**src/rtl/csb_pkg.sv**
```systemverilog
package csb_pkg;
  typedef enum logic {
    PH_TRACK = 1'b0,
    PH_HOLD  = 1'b1
  } sel_phase_e;
endpackage

```
**src/rtl/csb_hold_reg.sv**
```systemverilog
module csb_hold_reg #(
  parameter int W = 7
) (
  input  logic         clk,
  input  logic         rst_n,
  input  logic         wr_en,
  input  logic [W-1:0] wr_data,
  output logic [W-1:0] hold_q,
  output logic [W-1:0] hold_nx
);
  always_comb begin
    hold_nx = hold_q;
    if (wr_en) hold_nx = wr_data;
  end

  always_ff @(posedge clk or negedge rst_n) begin
    if (!rst_n)     hold_q <= '0;
    else if (wr_en) hold_q <= hold_nx;
  end
endmodule

```
**src/rtl/csb_live_sel.sv**
```systemverilog
module csb_live_sel
  import csb_pkg::*;
#(
  parameter int CH_W      = 5,
  parameter int REF_W     = 2,
  parameter int DIFF_BASE = 16
) (
  input  logic             clk,
  input  logic             rst_n,
  input  logic             conv_start,
  input  logic             conv_near_done,
  input  logic [CH_W-1:0]  src_chan,
  input  logic [REF_W-1:0] src_ref,
  output logic [CH_W-1:0]  live_chan,
  output logic [REF_W-1:0] live_ref,
  output logic [CH_W-1:0]  chan_nx,
  output logic             settle_reload,
  output sel_phase_e       phase_q
);
  localparam logic [CH_W-1:0] DIFF_LO = CH_W'(DIFF_BASE);

  sel_phase_e       phase_nx;
  logic             upd_en;
  logic [REF_W-1:0] ref_nx;
  logic             chan_moved, ref_moved;

  always_comb begin
    upd_en = (phase_q == PH_TRACK) || conv_near_done || conv_start;
    chan_nx = live_chan;
    ref_nx  = live_ref;
    if (upd_en) begin
      chan_nx = src_chan;
      ref_nx  = src_ref;
    end
    chan_moved    = (chan_nx != live_chan) && (chan_nx >= DIFF_LO);
    ref_moved     = (ref_nx != live_ref);
    settle_reload = upd_en && (chan_moved || ref_moved);

    phase_nx = phase_q;
    if (conv_start)          phase_nx = PH_HOLD;
    else if (conv_near_done) phase_nx = PH_TRACK;
  end

  always_ff @(posedge clk or negedge rst_n) begin
    if (!rst_n) begin
      live_chan <= '0;
      live_ref  <= '0;
      phase_q   <= PH_TRACK;
    end else begin
      phase_q <= phase_nx;
      if (upd_en) begin
        live_chan <= chan_nx;
        live_ref  <= ref_nx;
      end
    end
  end
endmodule

```
**src/rtl/csb_settle_timer.sv**
```systemverilog
module csb_settle_timer #(
  parameter int SETTLE_TICKS = 250,
  localparam int CNT_W = $clog2(SETTLE_TICKS + 1)
) (
  input  logic             clk,
  input  logic             rst_n,
  input  logic             tick,
  input  logic             reload,
  output logic [CNT_W-1:0] cnt_q,
  output logic [CNT_W-1:0] cnt_nx
);
  localparam logic [CNT_W-1:0] LOAD_VAL = CNT_W'(SETTLE_TICKS);

  logic cnt_en;

  always_comb begin
    cnt_en = reload || (tick && (cnt_q != '0));
    cnt_nx = cnt_q;
    if (reload)      cnt_nx = LOAD_VAL;
    else if (cnt_en) cnt_nx = cnt_q - 1'b1;
  end

  always_ff @(posedge clk or negedge rst_n) begin
    if (!rst_n)      cnt_q <= '0;
    else if (cnt_en) cnt_q <= cnt_nx;
  end
endmodule

```
**src/rtl/chansel_buffer.sv**
```systemverilog
module chansel_buffer
  import csb_pkg::*;
#(
  parameter int CH_W         = 5,
  parameter int REF_W        = 2,
  parameter int DIFF_BASE    = 16,
  parameter int SETTLE_TICKS = 250,
  localparam int SEL_W = CH_W + REF_W,
  localparam int CNT_W = $clog2(SETTLE_TICKS + 1)
) (
  input  logic             clk,
  input  logic             rst_n,
  input  logic             tick,
  input  logic             cpu_wr_en,
  input  logic [SEL_W-1:0] cpu_wr_data,
  output logic [SEL_W-1:0] cpu_rd_data,
  input  logic             conv_start,
  input  logic             conv_near_done,
  output logic [CH_W-1:0]  live_chan,
  output logic [REF_W-1:0] live_ref,
  output logic             result_valid
);
  localparam logic [CH_W-1:0] DIFF_LO = CH_W'(DIFF_BASE);

  logic [SEL_W-1:0] hold_q, hold_nx;
  logic [CH_W-1:0]  chan_nx;
  logic             settle_reload;
  sel_phase_e       phase_q;
  logic [CNT_W-1:0] settle_cnt, settle_nx;
  logic             valid_nx;

  csb_hold_reg #(.W(SEL_W)) u_hold (
    .clk     (clk),
    .rst_n   (rst_n),
    .wr_en   (cpu_wr_en),
    .wr_data (cpu_wr_data),
    .hold_q  (hold_q),
    .hold_nx (hold_nx)
  );

  csb_live_sel #(.CH_W(CH_W), .REF_W(REF_W), .DIFF_BASE(DIFF_BASE)) u_live (
    .clk            (clk),
    .rst_n          (rst_n),
    .conv_start     (conv_start),
    .conv_near_done (conv_near_done),
    .src_chan       (hold_nx[CH_W-1:0]),
    .src_ref        (hold_nx[SEL_W-1:CH_W]),
    .live_chan      (live_chan),
    .live_ref       (live_ref),
    .chan_nx        (chan_nx),
    .settle_reload  (settle_reload),
    .phase_q        (phase_q)
  );

  csb_settle_timer #(.SETTLE_TICKS(SETTLE_TICKS)) u_settle (
    .clk    (clk),
    .rst_n  (rst_n),
    .tick   (tick),
    .reload (settle_reload),
    .cnt_q  (settle_cnt),
    .cnt_nx (settle_nx)
  );

  always_comb begin
    valid_nx = result_valid;
    if (conv_start) valid_nx = !((chan_nx >= DIFF_LO) && (settle_nx != '0));
  end

  always_ff @(posedge clk or negedge rst_n) begin
    if (!rst_n)          result_valid <= 1'b0;
    else if (conv_start) result_valid <= valid_nx;
  end

  assign cpu_rd_data = hold_q;
endmodule

```
**config.mk**
```make
export PLATFORM = sky130hd
export DESIGN_NAME = chansel_buffer
export DESIGN_NICKNAME = d
export VERILOG_FILES = /design/src/rtl/csb_pkg.sv /design/src/rtl/csb_hold_reg.sv /design/src/rtl/csb_live_sel.sv /design/src/rtl/csb_settle_timer.sv /design/src/rtl/chansel_buffer.sv
export SDC_FILE = /design/constraint.sdc
export NUM_CORES = 1
export LEC_CHECK = 0
export BUFFER_PORTS_ARGS = -buffer_cell sky130_fd_sc_hd__buf_2
export CAP_MARGIN = 10
export CORE_MARGIN = 2
export CORE_UTILIZATION = 49
export CTS_CLUSTER_SIZE = 28
export DETAILED_ROUTE_END_ITERATION = 16
export PLACE_DENSITY = 0.75
export SYNTH_ARGS = -nofsm -noshare
export SYNTH_HDL_FRONTEND = slang
export SYNTH_HIERARCHICAL = 1
export SYNTH_SLANG_ARGS = --single-unit
```
**constraint.sdc**
```tcl
create_clock -name clk -period 2.25 [get_ports clk]
set_input_delay 0.3375 -clock clk [delete_from_list [all_inputs] [get_ports clk]]
set_output_delay 0.3375 -clock clk [all_outputs]
set_load 0.005 [all_outputs]
```
==> impl_metrics.csv, run 1 <==
group,metric,value,unit
power,clock_power_share,27.9,%
power,p_switching,295,uW
clocking,clk_pin_slew_worst_paths,0.14,ns
clocking,cts_made_buffers,3,
routing,dr.pass1.iters,4,
die,rows,19,
die,die_y,56.6,um
sta,min_period_over_period,101,%
die,coreArea,2690,um^2
grt,grt_max_degree,25,
synth,yosys_warnings,6,
layout,antennaDiodeCount,0,
clocking,cts_tree,"built",
place,portBuffers,27,
layout,final_core_util,64.4,%
sta,slew_headroom,64.2,%
run_status,status,"finished, violations left",
layout,drive_gt1_share,53.2,%
routing,wl_per_cell,14.8,um
power,p_per_area,642,nW/um^2
power,internal-power,816,uW
die,die_area,3200,um^2
sta,worst_slack,-0.0328,ns
clocking,h-tree-depth,1,
routing,drt_wl_total,2760,um
sta,finalSetupTns,-0.0328,ns
clocking,clock-root-buffer,"clkbuf_4",
power,seqPwrFrac,45.5,%
sta,maxSlewViolCount,0,
job,cap_violations,0,
layout,fin_nets,172,
routing,first_iter_violations,18,
sta,finClkSkew,0.00684,ns
sta,period_needed,2.28,ns
synth,syn_inst,111,
grt,overflow,0,
die,ioPinCount,28,
sta,finalSetupViolations,1,
routing,num_vias,1054,
clocking,clock-sinks,24,
worst_setup_path,path_class,"reg2reg",
power,p_sw_share,26.6,%
sta,timing.fmax,0.438,GHz
clocking,insertion_delay,0.31,ns
grt,grt_pass1_vias,1115,
power,p_comb_share,26.6,%
worst_setup_path,worstPathRequired,2.50,ns
worst_setup_path,critical_path_arrival,2.53,ns
run_status,violations,"setup timing",
layout,areaGrowthSynthToFinish,27.5,%
sta,tightest_slew,0.537,ns
grt,grt_pass1_wl,4620,um
power,total_leakage_power,0.753,nW
synth,syn_area_per_cell,12.2,um^2
worst_setup_path,endpoint_kind,"flip-flop",
routing,ant_nets,0,
routing,drcViolationCount,0,
place,dp_hpwl,2020,um
sta,finalHoldViolCount,0,
grt,grt_usage,18.3,%
place,gp_congestion,0.833,
grt,antenna_found_initial,0,
power,max-vdd-ir-drop,394,uV
synth,syn_area,1360,um^2
die,initial_core_util,50.5,%
clocking,clock_path_buffers,2,
die,die_width,56.6,um
sta,rsz0062_at_grt,"true",
worst_setup_path,worstPathMaxFanout,5,
routing,vias_per_cell,5.64,
worst_setup_path,critical_path.startpoint_type,"flip-flop",
worst_hold_path,hold_path_class,"in2reg",
synth,syn-num-nets,126,
power,power.total,1.11,mW
==> power groups by stage <==
stage / clock, mW / sequential [mW] / combinational (mW)
after detailed placement: 0 / 0.514 / 0.259
after floorplan: 0 / 0.513 / 0.159
after global routing: 0.341 / 0.512 / 0.325
after global placement: 0 / 0.513 / 0.252
final: 0.310 / 0.506 / 0.295
after CTS: 0.326 / 0.505 / 0.276
==> critical path, stage by stage, from the launching register on <==
cell	delay (ns)
dfrtp_1	0.40
mux2_4	0.29
xor2_2	0.16
nor4b_2	0.30
a211oi_2	0.16
buf_4	0.18
nor2b_4	0.12
mux2i_1	0.09
nor4_2	0.28
nand2_1	0.08
a31oi_1	0.16
==> stage by stage <==
step	hold WS, ns	cell area, um^2	setup WS, ns	std cells
floorplan	0.0419	1390	0.000536	111
global placement	0.353	1600	-0.264	176
detailed placement	0.357	1600	-0.314	176
CTS	0.242	1700	0.0279	185
global route	0.239	1730	-0.219	187
finish	0.261	1730	-0.0328	187
==> placed cells by master, fill, tap and decap left out, drive strengths merged, types with 2 or more instances in the layout <==
cell    instances
a21oi           2
or4             4
o31ai           2
nand3           4
xor2            6
nor4b           2
inv             3
buf            42
nor2b           2
nor4            2
nor2            5
mux2           24
o211ai          4
ha              2
dfrtp          24
nor3            3
o311ai          2
mux2i           2
nand2           3
o21ai           2
clkbuf          3
==> per-layer routing <==
metal | up-vias | wire length (um) | GRT usage, %
met2 | 28 | 1420 | 30.7
li1 | 508 | - | -
met4 | 0 | 71 | 9.52
met5 | - | 0 | 0
met1 | 509 | 1150 | 22.5
met3 | 9 | 125 | 2.76
==> flip-flops by register name, summed over array words and instances, names as in the netlist <==
register	cells
u_live/phase_q	1
result_valid	1
u_live/live_ref	2
u_live/live_chan	5
u_hold/hold_q	7
u_settle/cnt_q	8
==> worst paths after layout <==
kind | start | to | slack [ns] | cells past startpoint
max | u_hold/hold_q[5] | result_valid | -0.03 | 10
min | cpu_wr_data[0] | u_hold/hold_q[0] | 0.26 | 2
max reg2reg | u_hold/hold_q[5] | result_valid | -0.03 | 10
min reg2reg | u_hold/hold_q[0] | u_hold/hold_q[0] | 0.55 | 1
max in group asynchronous | rst_n | u_settle/cnt_q[1] | 1.37 | 2
min in group asynchronous | rst_n | u_live/phase_q | 0.52 | 2
==> repair_timing <==
| action | in CTS | in global routing |
|---|---|---|
| gates resized for setup | 2 | 3 |
| setup buffers | 4 | 2 |
| hold endpoints to repair | 14 | 0 |
| hold buffers | 1 | 0 |
| endpoints found under the setup margin | 1 | 1 |
| pin swaps | 3 | 5 |
==> cell type report <==
cell class	count	area, um^2
clock buffer	3	22.5
multi-input combinational	81	763
tap	31	38.8
clock inverter	1	30.0
fill	227	957
inverter	4	16.3
timing repair buffer	43	258
sequential	24	601
Power figures use the tool's default switching activity.
==> inputs of run 2 (changes only) <==
--- a/config.mk
+++ b/config.mk
@@ -7,7 +7,7 @@
 export LEC_CHECK = 0
 export BUFFER_PORTS_ARGS = -buffer_cell sky130_fd_sc_hd__buf_2
 export CAP_MARGIN = 10
-export CORE_MARGIN = 2
+export CORE_MARGIN = 8
 export CORE_UTILIZATION = 49
 export CTS_CLUSTER_SIZE = 28
 export DETAILED_ROUTE_END_ITERATION = 16
==> impl_metrics.csv, run 2 (synthesis results as in run 1) <==
group,metric,value,unit
run_status,status,"finished, violations left",
run_status,violations,"setup timing",
layout,areaGrowthSynthToFinish,35.3,%
clocking,cts_made_buffers,3,
grt,grt_usage,14.2,%
routing,wl_per_cell,18.0,um
place,placed_cell_area,1610,um^2
sta,tightest_slew,0.574,ns
worst_setup_path,critical_path.startpoint_type,"flip-flop",
layout,fin_nets,176,
layout,final_common_cell,"buf_2",
die,rows,19,
place,dp_hpwl,2270,um
grt,grt_pass1_vias,1149,
place,gp_congestion,0.792,
layout,fillCellCount,200,
layout,drive_gt1_share,57.5,%
worst_setup_path,endpoint_kind,"flip-flop",
job,cap_violations,0,
grt,overflow,0,
worst_setup_path,cp_top_family,"simple AND/OR/NAND/NOR gates",
worst_hold_path,hold_path_class,"in2reg",
power,total_leakage_power,0.790,nW
die,die_area,4710,um^2
routing,first_iter_violations,50,
sta,min_period_over_period,104,%
sta,finalHoldViolCount,0,
die,die_width,68.6,um
clocking,clock_path_buffers,2,
sta,period_needed,2.34,ns
layout,largest_reg_flops,8,
sta,worst_slack,-0.0934,ns
routing,ant_nets,0,
layout,final_cells,191,
worst_setup_path,cp_cell_sequence,"mux2_4 -> xor2_4 -> nor4b_4 -> a211oi_4 -> nor2_1 -> mux2i_1 -> nor4_2 -> nand2_1 -> a31oi_1",
layout,layout_common_cells,"buf_2, dfrtp_1, buf_4, mux2_2, mux2_4",
grt,grt_max_degree,25,
layout,design_area,1840,um^2
layout,max_flop_register,"u_settle/cnt_q",
clocking,clock-root-buffer,"clkbuf_4",
routing,num_vias,1074,
clocking,h-tree-depth,1,
die,initial_core_util,50.5,%
worst_setup_path,worstPathMaxFanout,6,
worst_setup_path,worstPathRequired,2.50,ns
clocking,clk_pin_slew_worst_paths,0.14,ns
clocking,clock-sinks,24,
worst_setup_path,slowest_delay,0.40,ns
sta,timing.fmax,0.427,GHz
die,ioPinCount,28,
routing,drcViolationCount,0,
clocking,insertion_delay,0.32,ns
routing,dr.pass1.iters,4,
routing,drt_wl_total,3440,um
sta,finalSetupViolations,1,
worst_setup_path,crit_slowest_cell,"dfrtp_1",
layout,antennaDiodeCount,0,
die,die_y,68.6,um
sta,finClkSkew,0.00759,ns
routing,vias_per_cell,5.62,
clocking,cts_tree,"built",
worst_setup_path,path_class,"reg2reg",
sta,rsz0062_at_grt,"true",
die,coreArea,2690,um^2
sta,slew_headroom,61.7,%
grt,antenna_found_initial,0,
layout,reg_top3,"u_settle/cnt_q: 8 flops, u_hold/hold_q: 7 flops, u_live/live_chan: 5 flops",
sta,timing.hold.ws,0.254,ns
sta,maxSlewViolCount,0,
power,p_per_area,639,nW/um^2
worst_setup_path,critical_path_arrival,2.60,ns
grt,grt_pass1_wl,5130,um
worst_setup_path,critPathBufInv,0,
place,numPlacedInstances,177,
place,portBuffers,27,
power,max-vdd-ir-drop,480,uV
[run 2: final cells by class]
type,count,area [um^2],share of cell area (%)
Multi-Input combinational cell,81,838,45.7
Sequential cell,24,601,32.7
Clock inverter,1,30.0,1.64
Timing Repair Buffer,47,288,15.7
Tap cell,31,38.8,2.11
Inverter,4,17.5,0.954
Clock buffer,3,22.5,1.23
[run 2: final timing paths]
path,slack (ns),to,cells past startpoint,start
max,-0.09,result_valid,9,u_hold/hold_q[6]
min,0.25,u_hold/hold_q[4],2,cpu_wr_data[4]
max reg2reg,-0.09,result_valid,9,u_hold/hold_q[6]
min reg2reg,0.55,u_hold/hold_q[3],1,u_hold/hold_q[3]
max in group asynchronous,1.34,u_settle/cnt_q[0],2,rst_n
min in group asynchronous,0.52,u_live/phase_q,2,rst_n
[run 2: timing repair]
| action | CTS | global route |
|---|---|---|
| endpoints found under the hold margin | 24 | 0 |
| pin swaps | 3 | 6 |
| hold buffers | 1 | 0 |
| resized for setup | 2 | 14 |
| setup buffers | 5 | 5 |
| endpoints found under the setup margin | 1 | 1 |
[run 2: power by group]
part	switching (mW)	internal, mW
combinational	0.160	0.183
clock	0.135	0.180
sequential	0.0438	0.471
[run 2: layer usage]
layer / part of all wire [%] / track usage (%)
met3: 4.9 / 3.23
met5: 0 / 0
met2: 55 / 25.2
met4: 1.2 / 5.63
met1: 39 / 16.1
[run 2: through the flow]
step / setup WS, ns / util [%] / total power, mW / TNS [ns]
5_1_grt: -0.226 / 68.3 / 1.22 / -0.226
4_1_cts: 0.00670 / 64.0 / 1.12 / 0
3_3_place_gp: -0.265 / 60.0 / 0.766 / -0.326
2_1_floorplan: 0.000536 / - / 0.671 / 0
3_5_place_dp: -0.344 / 60.0 / 0.778 / -0.463
6_report: -0.0934 / 68.3 / 1.17 / -0.0934
==> inputs of run 3 (changes only) <==
--- a/config.mk
+++ b/config.mk
@@ -11,6 +11,7 @@
 export CORE_UTILIZATION = 49
 export CTS_CLUSTER_SIZE = 28
 export DETAILED_ROUTE_END_ITERATION = 16
+export MAX_ROUTING_LAYER = met4
 export PLACE_DENSITY = 0.75
 export SYNTH_ARGS = -nofsm -noshare
 export SYNTH_HDL_FRONTEND = slang
==> impl_metrics.csv, run 3 (synthesis results as in run 1) <==
group,metric,value,unit
die,coreArea,2690,um^2
run_status,status,"finished, violations left",
grt,grt_max_degree,25,
die,ioPinCount,28,
layout,largest_reg_flops,8,
routing,wl_per_cell,18.0,um
layout,antennaDiodeCount,0,
power,seqPwrFrac,44.0,%
worst_setup_path,worstPathMaxFanout,6,
routing,drcViolationCount,0,
sta,rsz0062_at_grt,"true",
clocking,clock-root-buffer,"clkbuf_4",
routing,first_iter_violations,50,
worst_setup_path,endpoint_kind,"flip-flop",
layout,fin_nets,176,
clocking,insertion_delay,0.32,ns
sta,timing.fmax,0.428,GHz
worst_setup_path,critical_path.startpoint_type,"flip-flop",
worst_hold_path,hold_path_class,"in2reg",
worst_setup_path,r2r_slack,-0.09,ns
layout,fillCellCount,200,
routing,num_vias,1077,
grt,grt_pass1_wl,5130,um
power,p_per_area,638,nW/um^2
sta,worst_slack,-0.0859,ns
routing,ant_nets,0,
layout,drive_gt1_share,57.5,%
sta,maxSlewViolCount,0,
clocking,clk_pin_slew_worst_paths,0.14,ns
routing,dr.pass1.iters,4,
worst_setup_path,worstPathRequired,2.50,ns
power,p_comb_share,29.3,%
sta,tightest_slew,0.568,ns
clocking,clock_path_buffers,2,
job,cap_violations,0,
power,power.total,1.17,mW
clocking,clock-sinks,24,
routing,drt_wl_total,3440,um
grt,antenna_found_initial,0,
clocking,cts_made_buffers,3,
layout,final_common_cell,"buf_2",
sta,timing.hold.ws,0.256,ns
clocking,cts_tree,"built",
layout,layout_common_cells,"buf_2, dfrtp_1, buf_4, mux2_2, mux2_4",
place,gp_congestion,0.803,
grt,grt_usage,14.6,%
power,internal-power,834,uW
power,clock_power_share,26.8,%
layout,design_area,1840,um^2
place,dp_hpwl,2270,um
die,die_y,68.6,um
worst_setup_path,path_class,"reg2reg",
routing,vias_per_cell,5.64,
power,total_leakage_power,0.790,nW
sta,finClkSkew,0.00674,ns
power,p_switching,338,uW
power,max-vdd-ir-drop,478,uV
grt,grt_pass1_vias,1150,
sta,slew_headroom,62.1,%
worst_setup_path,critical_path_arrival,2.59,ns
layout,max_flop_register,"u_settle/cnt_q",
sta,min_period_over_period,104,%
place,placed_cell_area,1610,um^2
clocking,h-tree-depth,1,
die,initial_core_util,50.5,%
sta,period_needed,2.34,ns
run_status,violations,"setup timing",
power,p_sw_share,28.8,%
grt,overflow,0,
die,die_width,68.6,um
layout,final_core_util,68.3,%
die,die_area,4710,um^2
sta,finalSetupViolations,1,
place,portBuffers,27,
sta,finalHoldViolCount,0,
die,rows,19,
layout,areaGrowthSynthToFinish,35.3,%
layout,reg_top3,"u_settle/cnt_q: 8 flops, u_hold/hold_q: 7 flops, u_live/live_chan: 5 flops",
## run 3: cell counts in the layout (fill, tap and decap cells not counted)
No cell type changed its count.
## run 3: timing repair
action	4_1_cts	5_1_grt
pin swaps	3	6
endpoints found under the setup margin	1	1
buffers inserted	5	5
hold endpoints to repair	24	0
resized for setup	2	14
hold buffers	1	0
## run 3: final timing paths
kind,end,depth (start not counted),from
min reg2reg,u_hold/hold_q[3],1,u_hold/hold_q[3]
max in group asynchronous,u_hold/hold_q[6],2,rst_n
max,result_valid,9,u_hold/hold_q[6]
min,u_hold/hold_q[4],2,cpu_wr_data[4]
min in group asynchronous,u_live/phase_q,2,rst_n
max reg2reg,result_valid,9,u_hold/hold_q[6]
## run 3: cell type report
| type | instances | area, um^2 | share of cell area [%] |
|---|---|---|---|
| multi-input cells | 81 | 838 | 45.7 |
| flip-flops and latches | 24 | 601 | 32.7 |
| well taps | 31 | 38.8 | 2.11 |
| inverters | 4 | 17.5 | 0.954 |
| clock inverters | 1 | 30.0 | 1.64 |
| repair buffers | 47 | 288 | 15.7 |
| clock buffers | 3 | 22.5 | 1.23 |
## run 3: layer usage
| metal | global-route usage [%] | vias to the layer above | share of wire [%] |
|---|---|---|---|
| met5 | - | - | 0 |
| met4 | 5.63 | 0 | 1.4 |
| met3 | 2.75 | 6 | 3.5 |
| met2 | 25.2 | 33 | 55 |
| met1 | 16.2 | 525 | 41 |
| li1 | - | 513 | - |
## run 3: stage by stage
step	setup WS (ns)	setup TNS [ns]	cells
after floorplan	0.000536	0	111
after global placement	-0.265	-0.326	177
after detailed placement	-0.344	-0.463	177
after CTS	0.00670	0	187
after global routing	-0.226	-0.226	191
final	-0.0859	-0.0859	191
## run 3: critical path, cell delays in order, from the launching register on
cell      delay, ns
dfrtp_1        0.40
mux2_4         0.31
xor2_4         0.17
nor4b_4        0.35
a211oi_4       0.16
nor2_1         0.23
mux2i_1        0.14
nor4_2         0.28
nand2_1        0.07
a31oi_1        0.17
## run 3: power by group through the flow
stage                     clock network [mW]  logic [mW]  registers [mW]
after floorplan                            0       0.159           0.513
after global placement                     0       0.254           0.512
after detailed placement                   0       0.262           0.516
after CTS                              0.326       0.285           0.507
after global routing                   0.334       0.368           0.519
final                                  0.314       0.343           0.515
